`src/rtl/mac_pkg.sv`:
```
package mac_pkg;
  typedef enum logic [2:0] {
    OP_MULT  = 3'd0,
    OP_MULTU = 3'd1,
    OP_MADD  = 3'd2,
    OP_MADDU = 3'd3,
    OP_MSUB  = 3'd4,
    OP_MSUBU = 3'd5,
    OP_MUL   = 3'd6,
    OP_NOP   = 3'd7
  } mac_op_e;

  function automatic logic op_signed(input logic [2:0] op);
    return (op == OP_MULT) || (op == OP_MADD) || (op == OP_MSUB) || (op == OP_MUL);
  endfunction
endpackage

```
`src/rtl/mac_rt_fit.sv`:
```
module mac_rt_fit #(
  parameter int unsigned DATA_W = 32
) (
  input  logic [DATA_W-1:0] rt_i,
  input  logic              sgn_i,
  output logic              fit_o
);
  localparam int unsigned HALF = DATA_W / 2;
  logic [DATA_W-HALF-1:0] upper;
  assign upper = rt_i[DATA_W-1:HALF];
  assign fit_o = sgn_i ? ((&upper & rt_i[HALF-1]) | (~|upper & ~rt_i[HALF-1])) : ~|upper;
endmodule

```
`src/rtl/mac_booth_array.sv`:
```
module mac_booth_array #(
  parameter int unsigned A_W = 33,
  parameter int unsigned B_W = 17,
  parameter int unsigned P_W = 64
) (
  input  logic [A_W-1:0] a_i,
  input  logic [B_W-1:0] b_i,
  output logic [P_W-1:0] p_o
);
  localparam int unsigned NGRP = (B_W + 1) / 2;
  localparam int unsigned BX_W = 2 * NGRP;

  function automatic logic [P_W-1:0] booth_pp(input logic [2:0] t, input logic [P_W-1:0] a);
    case (t)
      3'b001, 3'b010: return a;
      3'b011:         return a << 1;
      3'b100:         return -(a << 1);
      3'b101, 3'b110: return -a;
      default:        return '0;
    endcase
  endfunction

  logic [P_W-1:0]  a_ext;
  logic [BX_W:0]   bx;
  logic [P_W-1:0]  pp [NGRP];

  assign a_ext = {{(P_W-A_W){a_i[A_W-1]}}, a_i};
  assign bx    = {{(BX_W-B_W){b_i[B_W-1]}}, b_i, 1'b0};

  for (genvar g = 0; g < NGRP; g++) begin : g_grp
    assign pp[g] = booth_pp(bx[2*g+2:2*g], a_ext) << (2*g);
  end

  always_comb begin
    p_o = '0;
    for (int i = 0; i < NGRP; i++) p_o = p_o + pp[i];
  end
endmodule

```
`src/rtl/mac_cpa.sv`:
```
module mac_cpa
  import mac_pkg::*;
#(
  parameter int unsigned DATA_W = 32,
  localparam int unsigned P_W = 2 * DATA_W
) (
  input  logic              clk_i,
  input  logic              rst_ni,
  input  logic              pp_valid_i,
  input  logic [P_W-1:0]    pp_i,
  input  logic              first_i,
  input  logic              last_i,
  input  logic [2:0]        op_i,
  output logic [P_W-1:0]    hilo_o,
  output logic              gpr_valid_o,
  output logic [DATA_W-1:0] gpr_result_o
);
  logic [P_W-1:0] hilo_q, tmp_q, prod;

  assign prod = first_i ? pp_i : tmp_q + pp_i;

  always_ff @(posedge clk_i or negedge rst_ni) begin
    if (!rst_ni) begin
      hilo_q       <= '0;
      tmp_q        <= '0;
      gpr_valid_o  <= 1'b0;
      gpr_result_o <= '0;
    end else begin
      gpr_valid_o <= 1'b0;
      if (pp_valid_i && first_i && !last_i) tmp_q <= pp_i;
      if (pp_valid_i && last_i) begin
        case (mac_op_e'(op_i))
          OP_MULT, OP_MULTU: hilo_q <= prod;
          OP_MADD, OP_MADDU: hilo_q <= hilo_q + prod;
          OP_MSUB, OP_MSUBU: hilo_q <= hilo_q - prod;
          OP_MUL: begin
            gpr_valid_o  <= 1'b1;
            gpr_result_o <= prod[DATA_W-1:0];
          end
          default: ;
        endcase
      end
    end
  end

  assign hilo_o = hilo_q;
endmodule

```
`src/rtl/mac_unit.sv`:
```
module mac_unit
  import mac_pkg::*;
#(
  parameter int unsigned DATA_W = 32
) (
  input  logic              clk_i,
  input  logic              rst_ni,
  input  logic              valid_i,
  input  logic [2:0]        op_i,
  input  logic [DATA_W-1:0] rs_i,
  input  logic [DATA_W-1:0] rt_i,
  output logic              ready_o,
  output logic [DATA_W-1:0] hi_o,
  output logic [DATA_W-1:0] lo_o,
  output logic              gpr_valid_o,
  output logic [DATA_W-1:0] gpr_result_o
);
  localparam int unsigned HALF = DATA_W / 2;
  localparam int unsigned A_W  = DATA_W + 1;
  localparam int unsigned B_W  = HALF + 1;
  localparam int unsigned P_W  = 2 * DATA_W;

  logic            pend_q;
  logic [A_W-1:0]  rs_q;
  logic [B_W-1:0]  rt_hi_q;
  logic [2:0]      op_q;

  logic            accept, sgn, fit;
  logic [A_W-1:0]  arr_a;
  logic [B_W-1:0]  arr_b;
  logic [P_W-1:0]  arr_p, arr_sh;
  logic            arr_vld, arr_first, arr_last;
  logic [2:0]      arr_op;

  logic            s1_vld, s1_first, s1_last;
  logic [P_W-1:0]  s1_pp;
  logic [2:0]      s1_op;
  logic [P_W-1:0]  hilo;

  assign ready_o = ~pend_q;
  assign accept  = valid_i & ready_o;
  assign sgn     = op_signed(op_i);

  mac_rt_fit #(.DATA_W(DATA_W)) i_fit (.rt_i(rt_i), .sgn_i(sgn), .fit_o(fit));

  always_comb begin
    if (pend_q) begin
      arr_a     = rs_q;
      arr_b     = rt_hi_q;
      arr_vld   = 1'b1;
      arr_first = 1'b0;
      arr_last  = 1'b1;
      arr_op    = op_q;
    end else begin
      arr_a     = {sgn & rs_i[DATA_W-1], rs_i};
      // low half is unsigned when a high pass follows
      arr_b     = {fit & sgn & rt_i[HALF-1], rt_i[HALF-1:0]};
      arr_vld   = accept;
      arr_first = 1'b1;
      arr_last  = fit;
      arr_op    = op_i;
    end
  end

  mac_booth_array #(.A_W(A_W), .B_W(B_W), .P_W(P_W)) i_array (
    .a_i(arr_a), .b_i(arr_b), .p_o(arr_p)
  );

  assign arr_sh = pend_q ? (arr_p << HALF) : arr_p;

  always_ff @(posedge clk_i or negedge rst_ni) begin
    if (!rst_ni) begin
      pend_q   <= 1'b0;
      rs_q     <= '0;
      rt_hi_q  <= '0;
      op_q     <= '0;
      s1_vld   <= 1'b0;
      s1_first <= 1'b0;
      s1_last  <= 1'b0;
      s1_pp    <= '0;
      s1_op    <= '0;
    end else begin
      pend_q <= accept & ~fit;
      if (accept) begin
        rs_q    <= {sgn & rs_i[DATA_W-1], rs_i};
        rt_hi_q <= {sgn & rt_i[DATA_W-1], rt_i[DATA_W-1:HALF]};
        op_q    <= op_i;
      end
      s1_vld   <= arr_vld;
      s1_first <= arr_first;
      s1_last  <= arr_last;
      s1_pp    <= arr_sh;
      s1_op    <= arr_op;
    end
  end

  mac_cpa #(.DATA_W(DATA_W)) i_cpa (
    .clk_i(clk_i), .rst_ni(rst_ni),
    .pp_valid_i(s1_vld), .pp_i(s1_pp), .first_i(s1_first), .last_i(s1_last), .op_i(s1_op),
    .hilo_o(hilo), .gpr_valid_o(gpr_valid_o), .gpr_result_o(gpr_result_o)
  );

  assign hi_o = hilo[P_W-1:DATA_W];
  assign lo_o = hilo[DATA_W-1:0];
endmodule

```
`config.mk`:
```
export PLATFORM = sky130hd
export DESIGN_NAME = mac_unit
export DESIGN_NICKNAME = d
export VERILOG_FILES = /design/src/rtl/mac_pkg.sv /design/src/rtl/mac_rt_fit.sv /design/src/rtl/mac_booth_array.sv /design/src/rtl/mac_cpa.sv /design/src/rtl/mac_unit.sv
export SDC_FILE = /design/constraint.sdc
export NUM_CORES = 2
export LEC_CHECK = 0
export BUFFER_PORTS_ARGS = -buffer_cell sky130_fd_sc_hd__buf_4
export CAP_MARGIN = 25
export CORE_UTILIZATION = 55
export DETAILED_ROUTE_END_ITERATION = 6
export GPL_TIMING_DRIVEN = 0
export PLACE_DENSITY = 0.76
export SETUP_SLACK_MARGIN = 0.4
export SYNTH_ARGS = -nofsm -noshare
export SYNTH_HDL_FRONTEND = slang
export SYNTH_HIERARCHICAL = 1
export SYNTH_SLANG_ARGS = --single-unit
```
`constraint.sdc`:
```
create_clock -name clk_i -period 24.3 [get_ports clk_i]
set_input_delay 2.43 -clock clk_i [delete_from_list [all_inputs] [get_ports clk_i]]
set_output_delay 2.43 -clock clk_i [all_outputs]
set_load 0.01 [all_outputs]
```
==> flow_metrics.tcl <==
set metrics [dict create \
    final_common_cell "sky130_fd_sc_hd__nand2_1" \
    areaGrowthSynthToFinish_pct 9.00 \
    initial_antenna_violation_count 10 \
    most_used_flip_flop_cell_after_synthesis "sky130_fd_sc_hd__dfrtp_1" \
    synthAdderAreaFrac_pct 20.6 \
    drive_above_1_share_pct 10.7 \
    outcome "complete, but fails checks" \
    post_synthesis_average_cell_area_um2 7.84 \
    unrepaired_setup_endpoints_after_global_routing "false" \
    hpwlAfterDp_um 206000 \
    clkSinkCount 285 \
    nets 7131 \
    synthesized_net_count 6890 \
    grt_first_pass_wirelength_um 370000 \
    setup-violations-final 0 \
    place.port_buffers 167 \
    grt_max_degree 123 \
    worstPathArrival_ns 14.29 \
    numCtsBuffers 37 \
    global_route.usage.total_pct 56.8 \
    asyncSetResetFlopFracSynth_pct 100 \
    vias_per_cell 7.32 \
    cpLargestDelayFamily "buffers and inverters" \
    fin_ws_ns 10.51 \
    cts.reportedPaths.clkPinSlew_ns 0.06 \
    post_cts_buffers 0 \
    post_synth_edffs 0 \
    finish.cell_count_without_fillers 7665 \
    synth_xor_area_share_pct 6.52 \
    placed_cell_area_um2 51900 \
    drcViolationCount 224 \
    ant_nets 0 \
    route.vias.total 56100 \
    largest_family_of_logic_cells_by_synthesized_area "compound AO/OA/AOI/OAI gates" \
    fp.dieArea_um2 90100 \
    gr-total-overflow 0 \
    setup.worst_path.start_class "register" \
    routabilityCongestion 1.16 \
    worst_skew_pair.late_latency_ns 0.67 \
    type_of_destination_of_the_critical_path "register" \
    path_max_fanout 10 \
    portion_of_netlist_area_occupied_by_mux_cells_pct 7.56 \
    yosys.area_share.simple_pct 15.6 \
    worstSetupPathType "reg2reg" \
    portion_of_the_post_synthesis_area_used_by_sequential_elements_pct 14.6 \
    timing.final.crit_share_pct 56.8 \
    route.detailed.wl_per_inst_um 34.2 \
    timing_worst_slew_pin_value_ns 1.39 \
    netlist-cell-type-count 118 \
    report.final.hold_viol_count 0 \
    timing.clock.skew_ns 0.0591 \
    timing.final.crit_period_ns 13.79 \
    timing.critical_path.slowest_cell_delay_ns 0.90 \
    final-seq-area_um2 7130 \
    min_path_type "reg2reg" \
    cts_root_buf "sky130_fd_sc_hd__clkbuf_16" \
    routed_wl_um 262000 \
    clock_path_buffers 3 \
    finalMaxSlewViolations 0 \
    maxClockFrequency_ghz 0.0725 \
    ys_warn_count 6 \
    hold_buffers 0 \
    initialDrtViolationCount 9807 \
    die_width_um 300 \
    design.portCount 168 \
    preCtsSetupSlack_ns 10.91 \
    fraction_of_the_mapped_netlist_area_in_compound_gates_pct 27.2 \
    cts_htree_levels 2 \
    cp.required_ns 24.80 \
    crit_buf_inv 10 \
    drt_pre_antenna_iters 7 \
    mappedNetlistArea_um2 48900 \
    flip_flop_and_latch_count_after_synthesis 285 \
    cpMaxStageDelayCell "sky130_fd_sc_hd__xor2_1" \
    final_setup_tns_ns 0 \
    clock_tree_from_tritoncts "done" \
    core_um2 87400 \
    die_h_um 300 \
    slew_headroom_pct 7.46 \
    most-common-layout-cells "647 x sky130_fd_sc_hd__nand2_1, 536 x sky130_fd_sc_hd__a21oi_1, 476 x sky130_fd_sc_hd__nor2_1" \
    max_cap_viol_count 0 \
    dpl.cell_count 7583 \
    std_cell_rows 108 \
    finish.instance_area_um2 53300 \
    cts.repair.resized 0 \
    syn-instance-count 6237 \
    via_count_of_the_first_global_routing_pass 53700 \
    layout.filler_cells 7638 \
    violations_in_the_final_reports "design-rule violations" \
    floorplan.initialDensity_pct 55.9 \
    area_occupied_by_multi_input_gates_um2 37900 \
]
-- synth_stat cells (all sizes together) (11+ instances only) --
master	count	area share (%)
a221oi	124	2.2
o21a	24	0.37
a311o	19	0.39
nor2	478	3.7
clkbuf	424	3.3
or3	33	0.43
a21boi	25	0.38
o221ai	20	0.37
nor4	33	0.56
nand2b	33	0.44
o21ai	464	4.8
and2	44	0.58
a21o	140	2.2
o21bai	39	0.60
inv	475	3.6
a21oi	542	5.6
mux2i	72	1.5
a211o	16	0.29
o22ai	41	0.52
fa	371	15
a211oi	58	0.96
nand2	648	5.0
nand3	73	0.77
or4	15	0.25
nor3	80	0.83
buf	97	0.99
a2111oi	11	0.30
o31ai	28	0.47
a221o	28	0.57
nor2b	60	0.77
and3	38	0.49
a31o	48	0.86
a31oi	101	1.3
mux2	246	6.0
dfrtp	285	15
and4	14	0.26
a22oi	140	2.2
ha	212	5.4
xor2	109	2.0
nand4	53	0.73
xnor2	254	4.6
o211ai	52	0.81
or2	29	0.37
-- state kept, by name (all words and copies together) (netlist names) --
| register | cells |
|---|---|
| i_cpa/gpr_result_o | 32 |
| i_cpa/gpr_valid_o | 1 |
| i_cpa/hilo_o | 64 |
| i_cpa/tmp_q | 64 |
| op_q | 3 |
| pend_q | 1 |
| rs_q | 33 |
| rt_hi_q | 17 |
| s1_first | 1 |
| s1_last | 1 |
| s1_op | 3 |
| s1_pp | 64 |
| s1_vld | 1 |
-- through the flow --
stage | hold slack [ns] | util [%]
2_1_floorplan | 0.448 | -
3_3_place_gp | 0.463 | 59.0
3_5_place_dp | 0.472 | 59.3
4_1_cts | 0.484 | 60.7
5_1_grt | 0.502 | 60.9
6_report | 0.480 | 60.9
-- layout make-up --
class                           count  share of cell area (%)
Multi-Input combinational cell   4950                    71.1
Sequential cell                   285                    13.4
Inverter                          481                    3.39
Clock inverter                     22                   0.510
Tap cell                         1155                    2.71
Clock buffer                       44                    1.82
Antenna cell                        5                  0.0235
Buffer                            521                    3.89
Timing Repair Buffer              202                    3.14
-- worst min-delay path, stage by stage (launching register included) --
cell                      delay, ns
sky130_fd_sc_hd__dfrtp_1       0.34
sky130_fd_sc_hd__nand2_1       0.04
sky130_fd_sc_hd__o21ai_0       0.06
-- routing by layer --
layer / wire length (µm) / global-route usage, % / part of all wire [%]
met5: 796 / 5.61 / 0.30
met4: 31300 / 52.2 / 12
met3: 37500 / 22.9 / 14
met2: 107000 / 83.4 / 41
met1: 85200 / 62.4 / 33
-- logic make-up after synthesis --
kind of cell | count (synthesis)
xor gates and xnor gates | 363
muxes | 319
and+or+nand+nor | 1658
DFF | 285
adders and majority gates | 583
buffers and inverters | 1002
AOI/OAI and AO/OA | 2027
-- final timing paths --
check	to	slack, ns	from	cells after the start
hold / removal	i_cpa/gpr_result_o[4]	0.48	i_cpa/gpr_result_o[4]	2
max in group asynchronous	rt_hi_q[3]	21.38	rst_ni	2
hold reg to reg	i_cpa/gpr_result_o[4]	0.48	i_cpa/gpr_result_o[4]	2
min in group asynchronous	rs_q[9]	1.74	rst_ni	1
setup reg to reg	s1_pp[62]	10.51	pend_q	35
setup / recovery	s1_pp[62]	10.51	pend_q	35
Power is left out: the tool's default activity adds up to more than one toggle a clock period on the data nets, which glitch-free logic cannot reach.
